===== config.mk =====
export PLATFORM = sky130hd
export DESIGN_NAME = irq_flag_unit
export DESIGN_NICKNAME = d
export VERILOG_FILES = /design/src/rtl/irq_unit_pkg.sv /design/src/rtl/irq_flag_bank.sv /design/src/rtl/irq_mask_ctl.sv /design/src/rtl/irq_done_count.sv /design/src/rtl/irq_flag_unit.sv
export SDC_FILE = /design/constraint.sdc
export NUM_CORES = 1
export LEC_CHECK = 0
export CAP_MARGIN = 30
export CORE_UTILIZATION = 35
export CTS_BUF_LIST = sky130_fd_sc_hd__clkbuf_4 sky130_fd_sc_hd__clkbuf_8 sky130_fd_sc_hd__clkbuf_16
export DETAILED_ROUTE_END_ITERATION = 8
export DONT_BUFFER_PORTS = 1
export GPL_ROUTABILITY_DRIVEN = 0
export PLACE_DENSITY = 0.57
export SLEW_MARGIN = 10
export SYNTH_ARGS = -nofsm -noshare
export SYNTH_HDL_FRONTEND = slang
export SYNTH_SLANG_ARGS = --single-unit

===== constraint.sdc =====
create_clock -name clk -period 2.6 [get_ports clk]
set_input_delay 0.39 -clock clk [delete_from_list [all_inputs] [get_ports clk]]
set_output_delay 0.39 -clock clk [all_outputs]
set_load 0.03 [all_outputs]

===== src/rtl/irq_unit_pkg.sv =====
package irq_unit_pkg;
  localparam int unsigned SRC_N    = 8;
  localparam int unsigned CNT_BITS = 3;
  localparam int unsigned CNT_POS  = 13;
  localparam int unsigned DONE_IDX = 1;
  localparam int unsigned WORD_W   = 32;

  typedef enum logic [2:0] {
    W_FLAGS  = 3'd0,
    W_UNMASK = 3'd1,
    W_MASK   = 3'd2,
    W_MASKRO = 3'd3,
    W_CHST   = 3'd4
  } word_idx_e;
endpackage


===== src/rtl/irq_flag_bank.sv =====
module irq_flag_bank #(
  parameter int unsigned N        = 8,
  parameter int unsigned DONE_BIT = 1
) (
  input  logic         clk,
  input  logic         rst_n,
  input  logic [N-1:0] set_i,
  input  logic [N-1:0] clr_i,
  output logic [N-1:0] flags_o,
  output logic         done_ack_o
);
  // A new event overrides a clear of the same bit.
  function automatic logic [N-1:0] flag_next(logic [N-1:0] cur,
                                             logic [N-1:0] set,
                                             logic [N-1:0] clr);
    return (cur & ~clr) | set;
  endfunction

  always_ff @(posedge clk or negedge rst_n) begin
    if (!rst_n) flags_o <= '0;
    else        flags_o <= flag_next(flags_o, set_i, clr_i);
  end

  assign done_ack_o = flags_o[DONE_BIT] & clr_i[DONE_BIT];
endmodule


===== src/rtl/irq_mask_ctl.sv =====
module irq_mask_ctl #(
  parameter int unsigned N = 8
) (
  input  logic         clk,
  input  logic         rst_n,
  input  logic [N-1:0] unmask_i,
  input  logic [N-1:0] mask_i,
  output logic [N-1:0] mask_o
);
  function automatic logic [N-1:0] mask_next(logic [N-1:0] cur,
                                             logic [N-1:0] on,
                                             logic [N-1:0] off);
    return (cur & ~on) | off;
  endfunction

  always_ff @(posedge clk or negedge rst_n) begin
    if (!rst_n) mask_o <= '1;
    else        mask_o <= mask_next(mask_o, unmask_i, mask_i);
  end
endmodule


===== src/rtl/irq_done_count.sv =====
module irq_done_count #(
  parameter int unsigned W = 3
) (
  input  logic         clk,
  input  logic         rst_n,
  input  logic         inc_i,
  input  logic         dec_i,
  input  logic [W-1:0] clr_i,
  output logic [W-1:0] cnt_o
);
  function automatic logic [W-1:0] cnt_next(logic [W-1:0] cur, logic inc,
                                            logic dec, logic [W-1:0] clr);
    logic [W-1:0] r;
    if (|clr)            r = cur & ~clr;
    else if (inc && !dec) r = cur + W'(1);
    else if (dec && !inc) r = cur - W'(1);
    else                 r = cur;
    return r;
  endfunction

  always_ff @(posedge clk or negedge rst_n) begin
    if (!rst_n) cnt_o <= '0;
    else        cnt_o <= cnt_next(cnt_o, inc_i, dec_i, clr_i);
  end
endmodule


===== src/rtl/irq_flag_unit.sv =====
module irq_flag_unit
  import irq_unit_pkg::*;
#(
  parameter int unsigned NSRC   = SRC_N,
  parameter int unsigned CNT_W  = CNT_BITS,
  parameter int unsigned CNT_LO = CNT_POS,
  parameter int unsigned ADDR_W = 5
) (
  input  logic              clk,
  input  logic              rst_n,
  input  logic [ADDR_W-1:0] reg_addr,
  input  logic              reg_we,
  input  logic [31:0]       reg_wdata,
  output logic [31:0]       reg_rdata,
  input  logic [NSRC-1:0]   evt_set,
  input  logic              chan_busy,
  output logic              irq
);
  localparam int unsigned IDX_W = ADDR_W - 2;

  logic [IDX_W-1:0] widx;
  logic             wr_flags, wr_unmask, wr_mask, wr_chst;
  logic [NSRC-1:0]  flags, mask, clr_vec, unmask_vec, mask_vec;
  logic [CNT_W-1:0] cnt, cnt_clr;
  logic             done_evt, done_ack;

  assign widx      = reg_addr[ADDR_W-1:2];
  assign wr_flags  = reg_we && (widx == IDX_W'(W_FLAGS));
  assign wr_unmask = reg_we && (widx == IDX_W'(W_UNMASK));
  assign wr_mask   = reg_we && (widx == IDX_W'(W_MASK));
  assign wr_chst   = reg_we && (widx == IDX_W'(W_CHST));

  assign clr_vec    = wr_flags  ? reg_wdata[NSRC-1:0] : '0;
  assign unmask_vec = wr_unmask ? reg_wdata[NSRC-1:0] : '0;
  assign mask_vec   = wr_mask   ? reg_wdata[NSRC-1:0] : '0;
  assign cnt_clr    = wr_chst   ? reg_wdata[CNT_LO +: CNT_W] : '0;
  assign done_evt   = evt_set[DONE_IDX];

  irq_flag_bank #(.N(NSRC), .DONE_BIT(DONE_IDX)) u_flags (
    .clk(clk), .rst_n(rst_n), .set_i(evt_set), .clr_i(clr_vec),
    .flags_o(flags), .done_ack_o(done_ack)
  );

  irq_mask_ctl #(.N(NSRC)) u_mask (
    .clk(clk), .rst_n(rst_n), .unmask_i(unmask_vec), .mask_i(mask_vec),
    .mask_o(mask)
  );

  irq_done_count #(.W(CNT_W)) u_cnt (
    .clk(clk), .rst_n(rst_n), .inc_i(done_evt), .dec_i(done_ack),
    .clr_i(cnt_clr), .cnt_o(cnt)
  );

  assign irq = |(flags & ~mask);

  always_comb begin
    reg_rdata = '0;
    case (widx)
      IDX_W'(W_FLAGS):  reg_rdata[NSRC-1:0] = flags;
      IDX_W'(W_MASKRO): reg_rdata[NSRC-1:0] = mask;
      IDX_W'(W_CHST): begin
        reg_rdata[CNT_LO +: CNT_W] = cnt;
        reg_rdata[0]               = chan_busy;
      end
      default: reg_rdata = '0;
    endcase
  end
endmodule


Yosys cells after proc, flatten, opt, wreduce, memory -nomap -nowiden. Cells that the tools add are included.

Flip-flop bits (word level): 19. Output and inout port bits: 33. Word-level logic and storage cells: 42. Bits of input ports: 49.

Bitwise operators: 11. $add $sub $neg: 2. Reduce and logical (&&, ||, !) cells: 12. Muxes and demuxes: 10. Equal/unequal tests: 4.

Operator list (number): bitwise AND 8 bit (3); two-way mux 8 bit (3); NOT 8 bit (3); OR 8 bit (2); two-way mux 3 bit (5); one-hot mux 7 bit (2 select lines) (1); OR reduction 8 bit (1); == test 3 x 2 -> 1 bit, second input constant (2); logical AND 1 bit (6); adder 3 x 1 -> 3 bit, second input constant (1); bitwise AND 3 bit (1); == test 3 x 1 -> 1 bit, second input constant (1); == test 3 bit, second input constant (1); logical NOT 3 bit (1); NOT 3 bit (1); one-hot mux 1 bit (3 select lines) (1); nonzero test 3 bit (1); OR reduction 3 bit (1); subtractor 3 x 1 -> 3 bit, second input constant (1); logical NOT 1 bit (2); bitwise AND 1 bit (1).

Depth between registers and ports, before layout. Gate-level depths: netlist of the first run.

Depth after elaboration: 8. Depth in mapped cells: 9. Mapped depth without buffers: 8.

Cells and area by module. A second synthesis of the first run with hierarchy kept.

Cells, all modules: 161. Area total of the unflattened synthesis: 1405.1 um2.

Modules (own cells, without submodules): irq_flag_unit (instances 1, seq. area each 0.0 um2, area each 599.3 um2, cells an instance 93); irq_mask_ctl (instances 1, seq. area each 210.2 um2, area each 300.3 um2, cells an instance 24); irq_flag_bank (instances 1, seq. area each 200.2 um2, area each 297.8 um2, cells an instance 25); irq_done_count (instances 1, seq. area each 75.1 um2, area each 207.7 um2, cells an instance 19).

Worst setup path before layout of the first run. OpenSTA, ideal clock, no wires.

Path type: input-to-reg. Start point: in reg_addr[2]. End point: reg u_cnt.cnt_o[2]. Slack: 369 ps. Stages on the path: 9. Required time: 2475 ps. Arrival time: 2107 ps. Path through: clkbuf_4 nor4b_4 nand3_1 ha_1 inv_1 fa_1 xor2_1 a211oi_1 mux2_2.

Word-level cells in the longest chain between the ends: 8. Elaborated cells on any way between the ends: 16.

Ends and longest elaborated chain: start, declared (line irq_flag_unit.sv:11) `input logic [ADDR_W-1:0] reg_addr,`; logical NOT 3 bit (line irq_flag_unit.sv:28) `assign wr_flags = reg_we && (widx == IDX_W'(W_FLAGS));`; logical AND 1 bit (line irq_flag_unit.sv:28); two-way mux 8 bit (line irq_flag_unit.sv:33) `assign clr_vec = wr_flags ? reg_wdata[NSRC-1:0] : '0;`; bitwise AND 1 bit (line irq_flag_bank.sv:24) `assign done_ack_o = flags_o[DONE_BIT] & clr_i[DONE_BIT];`; logical NOT 1 bit (line irq_done_count.sv:15) `else if (inc && !dec) r = cur + W'(1);`; logical AND 1 bit (line irq_done_count.sv:15); two-way mux 3 bit (line irq_done_count.sv:15); two-way mux 3 bit (line irq_done_count.sv:14) `if (|clr) r = cur & ~clr;`; end signal, assigned (line irq_done_count.sv:23) `else cnt_o <= cnt_next(cnt_o, inc_i, dec_i, clr_i);`; end, declared (line irq_done_count.sv:9) `output logic [W-1:0] cnt_o`.

Several ways; a longest one is shown, not always the timed one. A chain may end at the register's enable or synchronous reset.

Worst setup path after layout of the first run.
Start point: reg u_flags.flags_o[1]. End point: reg u_cnt.cnt_o[2].

Word-level cells in the longest chain between the ends: 5. Elaborated cells on any way between the ends: 7.

Ends and longest elaborated chain: start, declared (line irq_flag_bank.sv:9) `output logic [N-1:0] flags_o,`; start signal, assigned (line irq_flag_bank.sv:21) `else flags_o <= flag_next(flags_o, set_i, clr_i);`; bitwise AND 1 bit * (line irq_flag_bank.sv:24); logical NOT 1 bit (line irq_done_count.sv:15); logical AND 1 bit (line irq_done_count.sv:15); two-way mux 3 bit (line irq_done_count.sv:15); two-way mux 3 bit (line irq_done_count.sv:14).

Every way passes the cells marked *; elsewhere a longest branch is shown, timed or not.

==> results_dict.tcl, run 1 <==
set metrics [dict create \
    required_ns 2.75 \
    slowest_delay_ns 0.40 \
    worstPathArrival_ns 2.17 \
    p_leak_nw 0.599 \
    port_buffers 0 \
    postCtsSetupBuffers 0 \
    max_freq_ghz 0.495 \
    ys_seq_elements 19 \
    syn_inst 153 \
    via_per_inst 5.13 \
    first_iter_violations 52 \
    clock_latency_ns 0.26 \
    r2r-start "u_flags.flags_o[1]" \
    critPathKind "reg2reg" \
    synth_top_family_by_area "simple AND/OR/NAND/NOR gates" \
    wl_um 3170 \
    finalPower_mw 0.800 \
    synth_adder_area_share_pct 2.38 \
    synth-compound-area-share_pct 20.2 \
    die_w_um 64.5 \
    hold_viol 0 \
    core_mm2 0.00372 \
    vias 1046 \
    worst_pin_slew_ns 0.593 \
    yosys.area_share.simple_pct 21.0 \
    layout.nets 208 \
    cts_tree "done" \
    syn_area_per_cell_um2 8.93 \
    drv_cap 0 \
    io_pins 82 \
    clock-sinks 19 \
    antenna_found_initial 0 \
    start_kind "register" \
    drive_gt1_share_pct 17.9 \
    p_per_area_mw_per_mm2 567 \
    overflow 0 \
    drc 0 \
    rows 22 \
    grt_pass1_wl_um 5230 \
    cp_max_fo 3 \
    yosys-mux-area-fraction_pct 2.47 \
    cts-root-buf "clkbuf_8" \
    endpoint_kind "register" \
    cts_buffers 3 \
    reg2reg_to "u_cnt.cnt_o[2]" \
    critPathBufInv 1 \
    wl_per_cell_um 15.6 \
    crit_slowest_cell "dfrtp_1" \
    max_slew_margin_pct 60.3 \
    htree_levels 1 \
    dieArea_mm2 0.00416 \
    status "finished clean" \
    clockBufferDepth 2 \
    cp_cell_sequence "nand3_1 -> ha_1 -> inv_1 -> fa_1 -> xor2_1 -> a211oi_1 -> mux2_2" \
    reg2reg_slack_ns 0.58 \
    hold_path.class "in2reg" \
    place_area_mm2 0.00134 \
    timing.final.crit_share_pct 77.7 \
    drt_pass1_iterations 4 \
    diodes 0 \
    ys_seq_area_share_pct 35.5 \
    critPathLaunch "u_flags.flags_o[1]" \
    setup_viol 0 \
    initial_core_util_pct 36.8 \
    hold-worst-slack_ns 0.235 \
    synthXorXnorAreaFrac_pct 0.641 \
    syn2layout_area_growth_pct 3.30 \
    yosysWarnings 0 \
    stdcell_area_mm2 0.00141 \
    clk_pin_slew_worst_paths_ns 0.07 \
    synth_area_mm2 0.00137 \
    slew_viol_final 0 \
    period_minus_slack_ns 2.02 \
    hpwl_um 2320 \
    crit_family "adder cells" \
    grt_max_degree 24 \
    crit_end "u_cnt.cnt_o[2]" \
    grt_use_total_pct 16.4 \
    cp.depth 7 \
    rsz0062_at_grt "false" \
    ff2ff_path_depth 7 \
    fin_skew_ns 0.000135 \
    grt_pass1_vias 1058 \
    ir_worst_vdd_mv 0.254 \
    drtAntennaViolNets 0 \
    setup-tns-final_ns 0 \
    synth_cell_types 37 \
    die_y_um 64.5 \
]
==> worst register-to-register path, stage by stage, from the launching register on <==
cell and delay (ns):
dfrtp_1 0.40, nand3_1 0.10, ha_1 0.19, inv_1 0.06, fa_1 0.37, xor2_1 0.16
a211oi_1 0.27, mux2_2 0.37
==> sequential cells by signal, indices dropped and copies added (netlist names) <==
register and cells:
u_cnt.cnt_o 3, u_flags.flags_o 8, u_mask.mask_o 8
==> how the worst min path moves through the flow <==
stage	from	to	slack, ns	cells past startpoint
after CTS	evt_set[3]	u_flags.flags_o[3]	0.23	1
after global placement	rst_n	u_flags.flags_o[5]	0.09	0
after global routing	evt_set[1]	u_flags.flags_o[1]	0.23	1
final	evt_set[4]	u_flags.flags_o[4]	0.24	1
after detailed placement	rst_n	u_flags.flags_o[5]	0.09	0
after floorplan	rst_n	u_cnt.cnt_o[0]	0.09	0
==> metal layers <==
metal / track usage (%) / up-vias / share of wire (%)
met5: 0 / - / 0
met4: 2.50 / 0 / 0.13
met3: 6.51 / 2 / 9.8
met2: 27.1 / 46 / 49
met1: 20.4 / 500 / 41
li1: - / 498 / -
==> cells by family (layout without fill, tap and decap cells) <==
logic type      Yosys count  in the layout
compound gates           45             45
fa+ha+maj                 2              2
buf+inv                  38             21
other cells               1             21
mux                       3              3
xor+xnor                  1              1
flops                    19             19
simple gates             44             44
==> area by class of cell <==
type                            instances  area, um^2
Clock buffer                            4        48.8
Fill cell                             390        2300
Inverter                               10        37.5
Multi-Input combinational cell        116         717
Sequential cell                        19         485
Tap cell                               48        60.1
Timing Repair Buffer                    7        62.6
==> power breakdown <==
part	switching (mW)	leakage, nW	total (mW)	internal, mW
Clock	0.0980	0.0262	0.217	0.119
Combinational	0.130	0.383	0.218	0.0878
Sequential	0.0319	0.190	0.364	0.333
Total	0.260	0.599	0.800	0.540
==> synthesized netlist by cell type (all sizes together) <==
cell     n  area share, %
ha       1           0.92
a211oi   1           0.55
clkbuf   3            1.1
dfrtp   11             20
a21oi   24            8.8
a21boi   2            1.1
a21o     2            1.1
a22oi    8            4.4
or3      1           0.46
inv     10            2.7
and2     1           0.55
nor2    14            3.8
dfstp    8             15
or4      1           0.55
o22ai    4            1.8
nand4b   6            3.8
or2     10            4.6
nor4b    1            1.7
nor3b    1           0.92
o21ai    1           0.37
buf     25             14
conb     1           0.27
and4bb   1            1.2
a41oi    1           0.64
mux2     3            2.5
and3     3            1.4
nand2    2           0.55
fa       1            1.5
nand3    2           0.73
and3b    1           0.64
xor2     1           0.64
a22o     2            1.5
==> cell usage in the layout, fill, tap and decap left out, drive strengths merged, types with 2 or more instances in the layout <==
cell type / Yosys / layout
nor2: 14 / 14
a21boi: 2 / 2
a21oi: 24 / 24
a21o: 2 / 2
o22ai: 4 / 4
buf: 25 / 6
a22oi: 8 / 8
clkbuf: 3 / 4
nand3: 2 / 2
and3: 3 / 3
nand2: 2 / 2
nand4b: 6 / 6
conb: 1 / 21
dfrtp: 11 / 11
or2: 10 / 10
a22o: 2 / 2
inv: 10 / 10
mux2: 3 / 3
dfstp: 8 / 8
==> stage by stage <==
step | util, % | setup slack (ns) | cells
floorplan | - | 0.369 | 173
global placement | 36.0 | 0.525 | 198
detailed placement | 36.0 | 0.476 | 198
CTS | 37.6 | 0.574 | 203
global route | 38.0 | 0.477 | 204
finish | 38.0 | 0.581 | 204
==> repair_timing <==
| item | 4_1_cts | 5_1_grt |
|---|---|---|
| hold endpoints to repair | 19 | 0 |
| gates resized for setup | 0 | 0 |
| hold buffers | 1 | 0 |
Note: power is estimated with default switching activity, not from simulation.
==> run 2, diff against run 1 <==
--- a/config.mk
+++ b/config.mk
@@ -11,7 +11,7 @@
 export DETAILED_ROUTE_END_ITERATION = 8
 export DONT_BUFFER_PORTS = 1
 export GPL_ROUTABILITY_DRIVEN = 0
-export PLACE_DENSITY = 0.57
+export PLACE_DENSITY = 0.59
 export SLEW_MARGIN = 10
 export SYNTH_ARGS = -nofsm -noshare
 export SYNTH_HDL_FRONTEND = slang
==> constraint.sdc (replaced) <==
create_clock -name clk -period 1.74 [get_ports clk]
set_input_delay 0.261 -clock clk [delete_from_list [all_inputs] [get_ports clk]]
set_output_delay 0.261 -clock clk [all_outputs]
set_load 0.03 [all_outputs]
==> run 2 against run 1 <==
The run now ends with setup timing left. Wire length increased by 6.2%. First-iteration DRC count increased by 13%. Largest power group unchanged. Critical endpoint unchanged. Sequential cell count unchanged. Combinational power increased by 73%. Final area increased by 9.0%. Register-to-register slack got worse by 0.65 ns. Global-route usage about the same. Setup slack got worse by 0.65 ns.
==> results_dict.tcl, run 2 (same netlist as run 1, synthesis figures left out) <==
set metrics [dict create \
    status "finished, violations left" \
    violations "setup timing" \
    endpoint_kind "register" \
    place_inst 205 \
    hpwl_um 2320 \
    worstPathArrival_ns 1.95 \
    worst_pin_slew_ns 0.558 \
    clk_pin_slew_worst_paths_ns 0.07 \
    clock-sinks 19 \
    grt_use_total_pct 16.4 \
    slowest_delay_ns 0.39 \
    vias 1115 \
    critPathKind "reg2reg" \
    hold_viol 0 \
    via_per_inst 5.19 \
    core_mm2 0.00372 \
    htree_levels 1 \
    die_w_um 64.5 \
    rsz0062_at_grt "true" \
    fin_cells 215 \
    p_leak_nw 0.678 \
    initial_core_util_pct 36.8 \
    drt_pass1_iterations 5 \
    final_util_pct 41.4 \
    layout.nets 219 \
    setup_viol 2 \
    layout_common_cells "a21oi_1, conb_1, buf_4, nor2_1, dfrtp_1" \
    port_buffers 0 \
    cp_cell_sequence "nand3_2 -> ha_4 -> inv_2 -> fa_2 -> xor2_1 -> a211oi_2 -> mux2_4" \
    dieArea_mm2 0.00416 \
    hold_path.class "in2reg" \
    drc 0 \
    crit_slowest_cell "dfrtp_1" \
    first_iter_violations 59 \
    top_regs "u_flags.flags_o x8, u_mask.mask_o x8, u_cnt.cnt_o x3" \
    drv_cap 0 \
    clock_latency_ns 0.25 \
    antenna_found_initial 0 \
    wl_per_cell_um 15.7 \
    drive_gt1_share_pct 29.3 \
    place_area_mm2 0.00140 \
    max_slew_margin_pct 62.6 \
    layout_setup_ws_ns -0.0683 \
    wl_um 3370 \
    ir_worst_vdd_mv 0.528 \
    cp_max_fo 2 \
    syn2layout_area_growth_pct 12.6 \
    setup-tns-final_ns -0.0749 \
    slew_viol_final 0 \
    die_y_um 64.5 \
    fin_skew_ns 0.000448 \
    cts-root-buf "clkbuf_8" \
    hold-worst-slack_ns 0.105 \
    drtAntennaViolNets 0 \
    grt_pass1_wl_um 5230 \
    rows 22 \
    fillers 388 \
    required_ns 1.89 \
    start_kind "register" \
    period_minus_slack_ns 1.81 \
    io_pins 82 \
    p_per_area_mw_per_mm2 814 \
    cts_tree "done" \
    diodes 0 \
    overflow 0 \
    max_freq_ghz 0.553 \
    layout_commonest_cell "a21oi_1" \
    grt_pass1_vias 1053 \
    grt_max_degree 24 \
    clockBufferDepth 2 \
    stdcell_area_mm2 0.00154 \
    timing.final.crit_share_pct 104 \
    cts_buffers 3 \
]
run 2: changes by cell type in the layout (fill, tap and decap cells not counted), moves of 2 or more:
| cell | change |
|---|---|
| o22ai_1 | -2 |
| o22ai_2 | +2 |
| buf_4 | +11 |
| inv_1 | -2 |
| mux2_4 | +2 |
| inv_2 | +2 |
run 2: timing repair:
item	CTS	global route
setup endpoints to repair	2	2
hold buffers	1	0
resized for setup	8	1
endpoints found under the hold margin	19	0
buffers inserted	4	0
gates cloned	0	0
pin swaps	4	3
run 2: area by class of cell:
class                      count  area [um^2]  area share, %
multi-input combinational    116          766           49.8
timing repair buffer          18          141           9.19
clock buffer                   4         48.8           3.17
tap                           48         60.1           3.90
sequential                    19          485           31.5
inverter                      10         37.5           2.44
run 2: per-layer routing:
layer | share of wire, % | up-vias | GRT usage, %
met4 | 0.36 | 0 | 2.50
met5 | 0 | - | 0
li1 | - | 523 | -
met3 | 8.5 | 2 | 6.51
met2 | 51 | 40 | 28.3
met1 | 40 | 550 | 19.4
run 2: worst paths after layout:
kind                                            to               start  cells past startpoint  slack [ns]
min in group asynchronous       u_flags.flags_o[7]               rst_n                      1        0.34
worst min register to register    u_mask.mask_o[7]    u_mask.mask_o[7]                      2        0.55
worst max register to register      u_cnt.cnt_o[2]  u_flags.flags_o[1]                      7       -0.07
max in group asynchronous         u_mask.mask_o[3]               rst_n                      2        0.88
worst max-delay path                u_cnt.cnt_o[2]  u_flags.flags_o[1]                      7       -0.07
worst min-delay path            u_flags.flags_o[6]          evt_set[6]                      1        0.10
run 2: through the flow:
| step | setup slack [ns] | power (mW) |
|---|---|---|
| floorplan | -0.317 | 0.880 |
| global placement | -0.175 | 0.866 |
| detailed placement | -0.219 | 0.881 |
| CTS | -0.0402 | 1.26 |
| global route | -0.126 | 1.32 |
| finish | -0.0683 | 1.25 |
run 2: report_power, final:
group          total [mW]  internal [mW]  switching (mW)
Sequential          0.544          0.497          0.0468
Clock               0.331          0.179           0.153
Combinational       0.377          0.175           0.202
Total                1.25          0.850           0.402
run 2: worst max-delay path, delay by kind of cell (launching register included):
family          cells  cell delay [ns]
mux                 1             0.31
flops               1             0.39
xor+xnor            1             0.16
simple gates        1             0.10
compound gates      1             0.23
buf+inv             1             0.03
fa+ha+maj           2             0.46
==> run 3, diff against run 2 <==
--- a/config.mk
+++ b/config.mk
@@ -12,6 +12,7 @@
 export DONT_BUFFER_PORTS = 1
 export GPL_ROUTABILITY_DRIVEN = 0
 export PLACE_DENSITY = 0.59
+export SKIP_CTS_REPAIR_TIMING = 1
 export SLEW_MARGIN = 10
 export SYNTH_ARGS = -nofsm -noshare
 export SYNTH_HDL_FRONTEND = slang
==> constraint.sdc (replaced) <==
create_clock -name clk -period 1.6 [get_ports clk]
set_input_delay 0.24 -clock clk [delete_from_list [all_inputs] [get_ports clk]]
set_output_delay 0.24 -clock clk [all_outputs]
set_load 0.03 [all_outputs]
==> run 3 against run 2 <==
Final area is 0.41% higher. Sequential power up 7.7%. The run still ends with setup timing left. Highest routed layer unchanged. Sequential share of layout area down 0.13 points. Via count grew 0.27%.
==> results_dict.tcl, run 3 (same netlist as run 1, synthesis figures left out) <==
set metrics [dict create \
    status "finished, violations left" \
    violations "setup timing" \
    place_inst 210 \
    p_per_area_mw_per_mm2 896 \
    hold_viol 0 \
    wl_per_cell_um 15.4 \
    grtUsageMet3_pct 6.34 \
    grt_pass1_wl_um 5270 \
    setup_viol 2 \
    final_util_pct 41.6 \
    fin_cells 216 \
    reg2reg_slack_ns -0.18 \
    crit_family "adder cells" \
    endpoint_kind "register" \
    drive_gt1_share_pct 31.0 \
    first_iter_violations 27 \
    rows 22 \
    layout_commonest_cell "a21oi_1" \
    hold_path.class "in2reg" \
    rsz0062_at_grt "true" \
    dieArea_mm2 0.00416 \
    layout_common_cells "a21oi_1, conb_1, buf_4, nor2_1, dfrtp_1" \
    cts_tree "done" \
    hpwl_um 2310 \
    syn2layout_area_growth_pct 13.1 \
    grt_max_degree 24 \
    required_ns 1.75 \
    clock_latency_ns 0.26 \
    stdcell_area_mm2 0.00155 \
    clockBufferDepth 2 \
    core_mm2 0.00372 \
    use_met1_pct 18.9 \
    critPathKind "reg2reg" \
    p_comb_share_pct 31.5 \
    timing.final.crit_share_pct 111 \
    top_usage_layer "met2" \
    clkPwrFrac_pct 26.2 \
    drv_cap 0 \
    max_slew_margin_pct 39.7 \
    place_ws_ns -0.324 \
    drtAntennaViolNets 0 \
    p_leak_nw 0.696 \
    drc 0 \
    clk_pin_slew_worst_paths_ns 0.08 \
    start_kind "register" \
    slew_viol_final 0 \
    worst_pin_slew_ns 0.902 \
    vias 1118 \
    layout_setup_ws_ns -0.180 \
    finalPower_mw 1.38 \
    p_seq_share_pct 42.3 \
    cp_cell_sequence "nand3_2 -> ha_2 -> inv_2 -> fa_2 -> xor2_1 -> a211oi_2 -> mux2_4" \
    worstPathArrival_ns 1.93 \
    power_switching_mw 0.447 \
    clock-sinks 19 \
    max_freq_ghz 0.562 \
    antenna_found_initial 0 \
    initial_core_util_pct 36.8 \
    overflow 0 \
    via_per_inst 5.18 \
    place_area_mm2 0.00143 \
    wl_um 3330 \
    grt_use_total_pct 16.5 \
    critPathBufInv 1 \
    port_buffers 0 \
    io_pins 82 \
    crit_slowest_cell "dfrtp_1" \
    period_minus_slack_ns 1.78 \
    cts-root-buf "clkbuf_8" \
    die_w_um 64.5 \
    htree_levels 1 \
    cts_buffers 3 \
    ir_worst_vdd_mv 0.503 \
    fin_skew_ns 0.000580 \
    die_y_um 64.5 \
    drt_pass1_iterations 4 \
    met2_usage_pct 29.3 \
    diodes 0 \
    cp_max_fo 2 \
    layout.nets 220 \
    grt_pass1_vias 1129 \
    slowest_delay_ns 0.39 \
    swShare_pct 32.2 \
    top_regs "u_flags.flags_o x8, u_mask.mask_o x8, u_cnt.cnt_o x3" \
    internal_power_mw 0.938 \
]
==> run 3: cell count changes in the layout (fill, tap and decap cells not counted), sizes merged <==
| cell | change |
|---|---|
| buf | +1 |
==> run 3: final cells by class <==
cell class                 instances  area [um^2]
fill                             400         2170
tap                               48         60.1
timing repair buffer              19          145
inverter                          10         37.5
multi-input combinational        116          768
clock buffer                       4         48.8
sequential                        19          485
==> run 3: per-layer routing <==
| layer | part of all wire [%] | vias up |
|---|---|---|
| li1 | - | 523 |
| met1 | 42 | 562 |
| met2 | 51 | 31 |
| met3 | 6.3 | 2 |
| met4 | 0.54 | 0 |
| met5 | 0 | - |
==> run 3: worst register-to-register path: cells and delay by family (launching register included) <==
kind            cells  cell delay [ns]
mux                 1             0.31
xor+xnor            1             0.17
buf+inv             1             0.04
simple gates        1             0.08
fa+ha+maj           2             0.51
compound gates      1             0.17
flops               1             0.39
==> run 3: final timing paths <==
check                      cells after the start               start            endpoint
setup / recovery                               7  u_flags.flags_o[1]      u_cnt.cnt_o[2]
min in group asynchronous                      1               rst_n  u_flags.flags_o[1]
hold / removal                                 1          evt_set[3]  u_flags.flags_o[3]
hold reg to reg                                2    u_mask.mask_o[7]    u_mask.mask_o[7]
max in group asynchronous                      1               rst_n  u_flags.flags_o[6]
setup reg to reg                               7  u_flags.flags_o[1]      u_cnt.cnt_o[2]
==> run 3: power groups by stage <==
| stage | Combinational (mW) | Sequential [mW] | Clock, mW |
|---|---|---|---|
| after floorplan | 0.371 | 0.586 | 0 |
| after global placement | 0.386 | 0.589 | 0 |
| after detailed placement | 0.395 | 0.592 | 0 |
| after CTS | 0.398 | 0.583 | 0.372 |
| after global routing | 0.482 | 0.594 | 0.390 |
| final | 0.436 | 0.586 | 0.363 |
==> run 3: stage by stage <==
step | TNS, ns | hold WS (ns)
2_1_floorplan | -0.877 | -0.0556
3_3_place_gp | -0.312 | -0.0552
3_5_place_dp | -0.406 | -0.0551
4_1_cts | -0.579 | -0.337
5_1_grt | -0.422 | 0.0723
6_report | -0.300 | 0.0807
